**src/rtl/hkb_pkg.sv**
```systemverilog
`timescale 1ns/1ps
package hkb_pkg;
  localparam int BYTE_W = 8;

  typedef enum logic [1:0] {
    REG_NONE = 2'd0,
    REG_KEY  = 2'd1,
    REG_CFG  = 2'd2
  } hkb_region_e;
endpackage

```
**src/rtl/hkb_decode.sv**
```systemverilog
`timescale 1ns/1ps
module hkb_decode #(
  parameter int NUM_WORDS = 16,
  parameter int ADDR_W    = 8,
  parameter int KEY_BASE  = 12,
  parameter int CFG_ADDR  = 128
) (
  input  logic [ADDR_W-1:0]            addr,
  output hkb_pkg::hkb_region_e         region,
  output logic [$clog2(NUM_WORDS)-1:0] idx
);
  localparam int IDX_W = $clog2(NUM_WORDS);
  localparam logic [ADDR_W-1:0] KB = ADDR_W'(KEY_BASE);
  localparam logic [ADDR_W-1:0] KE = ADDR_W'(KEY_BASE + 4 * NUM_WORDS);
  localparam logic [ADDR_W-1:0] CA = ADDR_W'(CFG_ADDR);

  always_comb begin
    region = hkb_pkg::REG_NONE;
    if (addr[1:0] == 2'b00) begin
      if (addr >= KB && addr < KE) region = hkb_pkg::REG_KEY;
      else if (addr == CA)         region = hkb_pkg::REG_CFG;
    end
  end

  assign idx = IDX_W'((addr - KB) >> 2);
endmodule

```
**src/rtl/hkb_key_word.sv**
```systemverilog
`timescale 1ns/1ps
module hkb_key_word #(
  parameter int WORD_W = 32
) (
  input  logic              clk,
  input  logic              rst,
  input  logic              clear,
  input  logic              we,
  input  logic              swap,
  input  logic [WORD_W-1:0] din,
  output logic [WORD_W-1:0] q,
  output logic              written
);
  localparam int NB = WORD_W / hkb_pkg::BYTE_W;
  localparam int BW = hkb_pkg::BYTE_W;

  logic [WORD_W-1:0] rev;

  genvar b;
  generate
    for (b = 0; b < NB; b++) begin : g_rev
      assign rev[b*BW +: BW] = din[(NB-1-b)*BW +: BW];
    end
  endgenerate

  always_ff @(posedge clk) begin
    if (rst || clear) begin
      q       <= '0;
      written <= 1'b0;
    end else if (we) begin
      q       <= swap ? rev : din;
      written <= 1'b1;
    end
  end
endmodule

```
**src/rtl/hmac_key_bank.sv**
```systemverilog
`timescale 1ns/1ps
module hmac_key_bank #(
  parameter int NUM_WORDS = 16,
  parameter int WORD_W    = 32,
  parameter int ADDR_W    = 8,
  parameter int KEY_BASE  = 12,
  parameter int CFG_ADDR  = 128
) (
  input  logic                        clk,
  input  logic                        rst,
  input  logic                        wr_en,
  input  logic [ADDR_W-1:0]           wr_addr,
  input  logic [WORD_W-1:0]           wr_data,
  input  logic                        rd_en,
  input  logic [ADDR_W-1:0]           rd_addr,
  output logic [WORD_W-1:0]           rd_data,
  input  logic                        clear,
  output logic [NUM_WORDS*WORD_W-1:0] key_vec,
  output logic                        key_valid
);
  localparam int IDX_W = $clog2(NUM_WORDS);
  localparam logic [ADDR_W-1:0] CA = ADDR_W'(CFG_ADDR);

  hkb_pkg::hkb_region_e wr_region;
  logic [IDX_W-1:0]     wr_idx;
  logic [NUM_WORDS-1:0] word_we;
  logic [NUM_WORDS-1:0] word_written;
  logic                 swap_q;

  hkb_decode #(
    .NUM_WORDS(NUM_WORDS), .ADDR_W(ADDR_W),
    .KEY_BASE(KEY_BASE), .CFG_ADDR(CFG_ADDR)
  ) u_wdec (
    .addr(wr_addr), .region(wr_region), .idx(wr_idx)
  );

  genvar w;
  generate
    for (w = 0; w < NUM_WORDS; w++) begin : g_word
      assign word_we[w] = wr_en && (wr_region == hkb_pkg::REG_KEY) &&
                          (wr_idx == IDX_W'(w));
      hkb_key_word #(.WORD_W(WORD_W)) u_word (
        .clk(clk), .rst(rst), .clear(clear), .we(word_we[w]),
        .swap(swap_q), .din(wr_data),
        .q(key_vec[w*WORD_W +: WORD_W]), .written(word_written[w])
      );
    end
  endgenerate

  assign key_valid = &word_written;

  always_ff @(posedge clk) begin
    if (rst)
      swap_q <= 1'b0;
    else if (wr_en && wr_region == hkb_pkg::REG_CFG)
      swap_q <= wr_data[0];
  end

  always_ff @(posedge clk) begin
    if (rst)
      rd_data <= '0;
    else if (rd_en && rd_addr == CA)
      rd_data <= {{(WORD_W-1){1'b0}}, swap_q};
    else
      rd_data <= '0;
  end
endmodule

```
**config.mk**
```make
export PLATFORM = sky130hd
export DESIGN_NAME = hmac_key_bank
export DESIGN_NICKNAME = d
export VERILOG_FILES = /design/src/rtl/hkb_pkg.sv /design/src/rtl/hkb_decode.sv /design/src/rtl/hkb_key_word.sv /design/src/rtl/hmac_key_bank.sv
export SDC_FILE = /design/constraint.sdc
export NUM_CORES = 1
export LEC_CHECK = 0
export BUFFER_PORTS_ARGS = -buffer_cell sky130_fd_sc_hd__buf_4
export CAP_MARGIN = 20
export CORE_UTILIZATION = 35
export DETAILED_ROUTE_END_ITERATION = 7
export PLACE_DENSITY = 0.65
export REMOVE_ABC_BUFFERS = 1
export SKIP_LAST_GASP = 1
export SYNTH_ARGS = -nofsm -noshare
export SYNTH_HDL_FRONTEND = slang
export SYNTH_SLANG_ARGS = --single-unit
```
**constraint.sdc**
```tcl
create_clock -name clk -period 3.21 [get_ports clk]
set_clock_uncertainty 0.1 [all_clocks]
set_input_delay 0.642 -clock clk [delete_from_list [all_inputs] [get_ports clk]]
set_output_delay 0.642 -clock clk [all_outputs]
set_load 0.005 [all_outputs]
```
==> results.yml, run 1 <==
detailed_routing:
  drtPass1Iterations: 5
  detail-route-antenna-nets: 0
  wire_per_inst_um: 20.1
  vias: 15162
  route.detailed.drc: 0
  drtIter0Drc: 648
  post_drt_via_cell_ratio: 4.76
  routed_wl_um: 64200
cts:
  clock_path_buffers: 3
  post_cts_resized: 0
  clkLatencyLatePin_ns: 0.59
  clk_pin_slew_ns: 0.06
  htree_levels: 2
  root_buffer: "clkbuf_16"
  cts_setup_buffers: 0
  cts.sink_count: 530
  cts_tree: "yes"
  numCtsBuffers: 55
  postCtsHoldBufs: 0
setup_path:
  cp-end-kind: "output port"
  reg2reg_from: "swap_q"
  worstPathMaxFanout: 2
  crit_path_start_kind: "flop"
  worstPathArrival_ns: 1.59
  criticalPathCategory: "flop to output port"
  crit_required_ns: 2.47
  startpoint: "g_word[11].u_word.written"
synth:
  async_flop_share: 0
  synth_cell_types: 26
  synth_edf_count: 0
  synth-xor-area-share: 0
  yosys.area.top_type: "dfxtp_1"
  synth-seq-cells: 530
  yosys_warnings: 0
  yosysSeqAreaShare: 0.540
  synth_compound_gate_area_share: 0.00408
  synthCells: 1877
  yosysMostFrequentCell: "nand2_1"
  syn_area_sq_mm: 0.0196
  synth_top_flop_cell: "dfxtp_1"
  synthMuxAreaShare: 0.280
  synth.area.top_cells: "dfxtp_1 (54%), mux2i_1 (26%), nand2_1 (10%)"
  yosys.area_share.simple: 0.123
  synth.avg_cell_area_sq_um: 10.5
  synth_top_area_frac: 0.540
  synth_fa_ha_area_frac: 0
  synth_top_family_by_area: "multiplexers"
  synth.top_cells.by_count: "nand2_1 (546), dfxtp_1 (530), mux2i_1 (513)"
die:
  std_cell_rows: 86
  initial_utilization: 0.355
  die_w_um: 239
  core_sq_mm: 0.0553
  dieArea_sq_mm: 0.0571
  pin_count: 598
  die_h_um: 239
sta:
  relSlewSlack: 0.436
  timing.hold.ws_ns: 0.111
  slew_viol_final: 0
  worstMarginPinSlew_ns: 0.843
  min_period_ns: 2.33
  fmax_mhz: 429
  postLayoutSetupSlackWorst_ns: 0.879
  min_period_over_period: 0.726
  hold_violations: 0
  rsz0062_at_grt: "no"
  setup_violations: 0
hold_path:
  worstHoldPathType: "input pin to flop"
  min_from: "rd_addr[6]"
global_route:
  busiest_layer: "met2"
  grt_antenna_before_repair: 0
  grtUsageTotal: 0.214
  grt_pass1_wl_um: 93000
  grt.met2_usage: 0.357
  globalRouteMet1Util: 0.270
  met3_usage: 0.0574
  grt_pass1_vias: 14894
  gr-total-overflow: 0
  grt_max_degree: 111
power:
  p_leak_nw: 14.1
  p_per_area_mw_per_mm2: 514
  p_total_mw: 13.5
  peakVddDrop_uv: 355
place:
  dpl.hpwl_um: 43300
  place_ws_ns: 0.734
  gp_congestion: 0.823
  port_buffers: 566
run_status:
  status: "complete, no violations"
cells_and_area:
  multi_input_area_sq_mm: 0.00824
  drive_gt1_frac: 0.312
  utilization: 0.477
  area_growth_pct: 34.3
  finalNetCount: 2446
  fillers: 5156
  regArea_sq_mm: 0.0106
  diodes: 0
job:
  maxCapViolCount: 0
## critical path, stage by stage (launching register included)
cell     delay [ns]
dfxtp_1        0.34
nand4_1        0.11
nor4_1         0.35
buf_4          0.20
## stage by stage
step	cells	cell area, sq um	setup TNS [ns]
after CTS	3185	26400	0
after global placement	3084	24500	0
final	3185	26400	0
after floorplan	1723	18800	-9765.01
after detailed placement	3084	24500	0
after global routing	3185	26400	0
## report_power, final
| part | switching [mW] | internal (mW) | leakage (nW) |
|---|---|---|---|
| combinational | 0.268 | 0.107 | 8.95 |
| sequential | 0.00180 | 6.58 | 4.27 |
| clock | 2.67 | 3.93 | 0.934 |
| total | 2.94 | 10.6 | 14.1 |
## cells in the final DEF (no fill, tap or decap), types with 7 or more instances in the layout
cell and instances:
clkinv_2 12, nand2_1 546, buf_4 610, clkbuf_8 16, a21oi_1 16, clkbuf_16 57, mux2_2 32, conb_1 31
nand3_4 12, clkbuf_1 7, dfxtp_1 529, inv_1 16, mux2i_1 513
## per-layer routing
| layer | share of wire | vias up |
|---|---|---|
| met1 | 0.42 | 7433 |
| met2 | 0.48 | 475 |
| met4 | 0.025 | 0 |
| met5 | 0 | - |
| li1 | - | 7164 |
| met3 | 0.070 | 90 |
## state kept, by name, indices dropped and copies added (netlist names)
name,count
g_word.u_word.written,16
rd_data,1
swap_q,1
g_word.u_word.q,512
## final cells by class
cell class,instances,area share
Sequential cell,530,0.402
Multi-Input combinational cell,1177,0.312
Timing Repair Buffer,613,0.176
Clock buffer,80,0.0634
Tap cell,748,0.0355
Clock inverter,21,0.00830
Inverter,16,0.00228
## path summary, 6_finish.rpt
kind	cells after the start	slack (ns)	to
setup / recovery	3	0.88	key_valid
hold reg to reg	2	0.35	g_word[15].u_word.written
hold / removal	2	0.11	rd_data[0]
setup reg to reg	4	0.97	g_word[4].u_word.q[3]
## logic make-up after synthesis
| group | count (synthesis) |
|---|---|
| simple gates | 585 |
| mux | 545 |
| flops | 530 |
| buf+inv | 200 |
| compound gates | 16 |
| other cells | 1 |
(Power assumes the default switching activity.)
==> inputs of run 2 (changes only) <==
==> constraint.sdc (replaced) <==
create_clock -name clk -period 2.25 [get_ports clk]
set_clock_uncertainty 0.1 [all_clocks]
set_input_delay 0.45 -clock clk [delete_from_list [all_inputs] [get_ports clk]]
set_output_delay 0.45 -clock clk [all_outputs]
set_load 0.005 [all_outputs]
==> results.yml, run 2 (same netlist as run 1, synthesis figures left out) <==
global_route:
  grt_max_degree: 59
  gr-total-overflow: 0
  grt_antenna_before_repair: 0
  grtUsageTotal: 0.216
  grt_pass1_wl_um: 93300
  grt_pass1_vias: 15186
sta:
  min_period_over_period: 0.951
  worstMarginPinSlew_ns: 0.746
  fmax_mhz: 467
  min_period_ns: 2.14
  setup_violations: 0
  postLayoutSetupSlackWorst_ns: 0.110
  setup_tns_ns: 0
  relSlewSlack: 0.501
  hold_violations: 0
  slew_viol_final: 0
detailed_routing:
  route.detailed.drc: 0
  drtPass1Iterations: 4
  wire_per_inst_um: 20.0
  detail-route-antenna-nets: 0
  drtIter0Drc: 663
  post_drt_via_cell_ratio: 4.74
  vias: 15229
  routed_wl_um: 64100
power:
  switchingPower_mw: 4.11
  power.share.sequential: 0.496
  netSwitchingFraction: 0.217
  clockPowerShare: 0.473
  p_per_area_mw_per_mm2: 708
  power_frac_comb: 0.031
  p_total_mw: 18.9
  p_leak_nw: 14.4
  peakVddDrop_uv: 509
  power.internal_mw: 14.8
cts:
  clock_path_buffers: 3
  cts_setup_buffers: 0
  cts.sink_count: 530
  clk_pin_slew_ns: 0.06
  root_buffer: "clkbuf_16"
  htree_levels: 2
  clkLatencyLatePin_ns: 0.58
  cts_tree: "yes"
  numCtsBuffers: 54
hold_path:
  worstHoldPathType: "input pin to flop"
  min_from: "wr_data[0]"
setup_path:
  worstPathMaxFanout: 2
  crit_required_ns: 1.70
  reg2reg_from: "swap_q"
  worstPathArrival_ns: 1.59
  slowest_stage: "nor4_4"
  max_stage_delay_ns: 0.34
  path_cells: "nand4_1 -> nor4_4 -> buf_4"
  cp-end-kind: "output port"
  critPathBufInv: 1
  cp_top_family: "simple AND/OR/NAND/NOR gates"
  criticalPathCategory: "flop to output port"
  crit_path_start_kind: "flop"
  startpoint: "g_word[11].u_word.written"
cells_and_area:
  regArea_sq_mm: 0.0106
  finalNetCount: 2479
  final_common_cell: "buf_4"
  top_register: "g_word.u_word.q"
  area_growth_pct: 36.1
  largest_reg_flops: 512
  fillers: 5171
  drive_gt1_frac: 0.318
  diodes: 0
  layout_common_cells: "buf_4 (626), nand2_1 (546), dfxtp_1 (529)"
  largestRegisters: "g_word.u_word.q (512), g_word.u_word.written (16)"
  utilization: 0.483
  multi_input_area_sq_mm: 0.00825
place:
  place_ws_ns: 0.113
  dpl.hpwl_um: 43000
  port_buffers: 566
  gp_congestion: 0.807
run_status:
  status: "complete, no violations"
die:
  initial_utilization: 0.355
  core_sq_mm: 0.0553
  pin_count: 598
  std_cell_rows: 86
  die_w_um: 239
  dieArea_sq_mm: 0.0571
  die_h_um: 239
job:
  maxCapViolCount: 0
run 2: changes by cell type in the layout (fill, tap and decap cells not counted), moves of 4 or more:
cell	change
buf_12	+16
buf_4	+16
clkbuf_1	+4
clkinvlp_4	-4
run 2: worst register-to-register path, cell delays in order (launching register included):
cell,delay [ns]
dfxtp_2,0.34
buf_12,0.26
mux2_2,0.44
nand2_1,0.48
mux2i_1,0.16
run 2: metal layers:
layer  track usage  wire length [um]  vias to the layer above
met5             0                 0                        -
met4        0.0676              1860                        0
met2         0.369             31100                      444
met1         0.267             27200                     7449
li1              -                 -                     7228
met3        0.0502              3910                      108
run 2: timing repair:
item,4_1_cts,5_1_grt
hold buffers,2,0
resized for setup,1,1
endpoints found under the setup margin,1,1
endpoints found under the hold margin,1,0
run 2: metrics by stage:
| step | cells | cell area, sq um | hold slack [ns] |
|---|---|---|---|
| floorplan | 1723 | 18800 | 0.325 |
| CTS | 3214 | 26700 | 0.0213 |
| global placement | 3116 | 24900 | 0.333 |
| finish | 3214 | 26700 | 0.0578 |
| global route | 3214 | 26700 | 0.0478 |
| detailed placement | 3116 | 24900 | 0.340 |
run 2: final timing paths:
kind	cells past startpoint	to	slack [ns]
max	3	key_valid	0.11
min	3	swap_q	0.06
max reg2reg	4	g_word[9].u_word.q[26]	0.34
min reg2reg	2	g_word[3].u_word.written	0.35
run 2: layout make-up:
type / instances / share of cell area
sequential: 530 / 0.397
multi-input combinational: 1177 / 0.309
timing repair buffer: 647 / 0.191
clock buffer: 83 / 0.0618
tap: 748 / 0.0350
clock inverter: 13 / 0.00445
inverter: 16 / 0.00225
run 2: power groups by stage:
stage / sequential [mW] / combinational (mW) / clock [mW]
3_5_place_dp: 9.60 / 0.589 / 0
2_1_floorplan: 9.60 / 0.272 / 0
6_report: 9.39 / 0.593 / 8.95
3_3_place_gp: 9.60 / 0.582 / 0
4_1_cts: 9.39 / 0.593 / 9.12
5_1_grt: 9.38 / 0.636 / 9.51
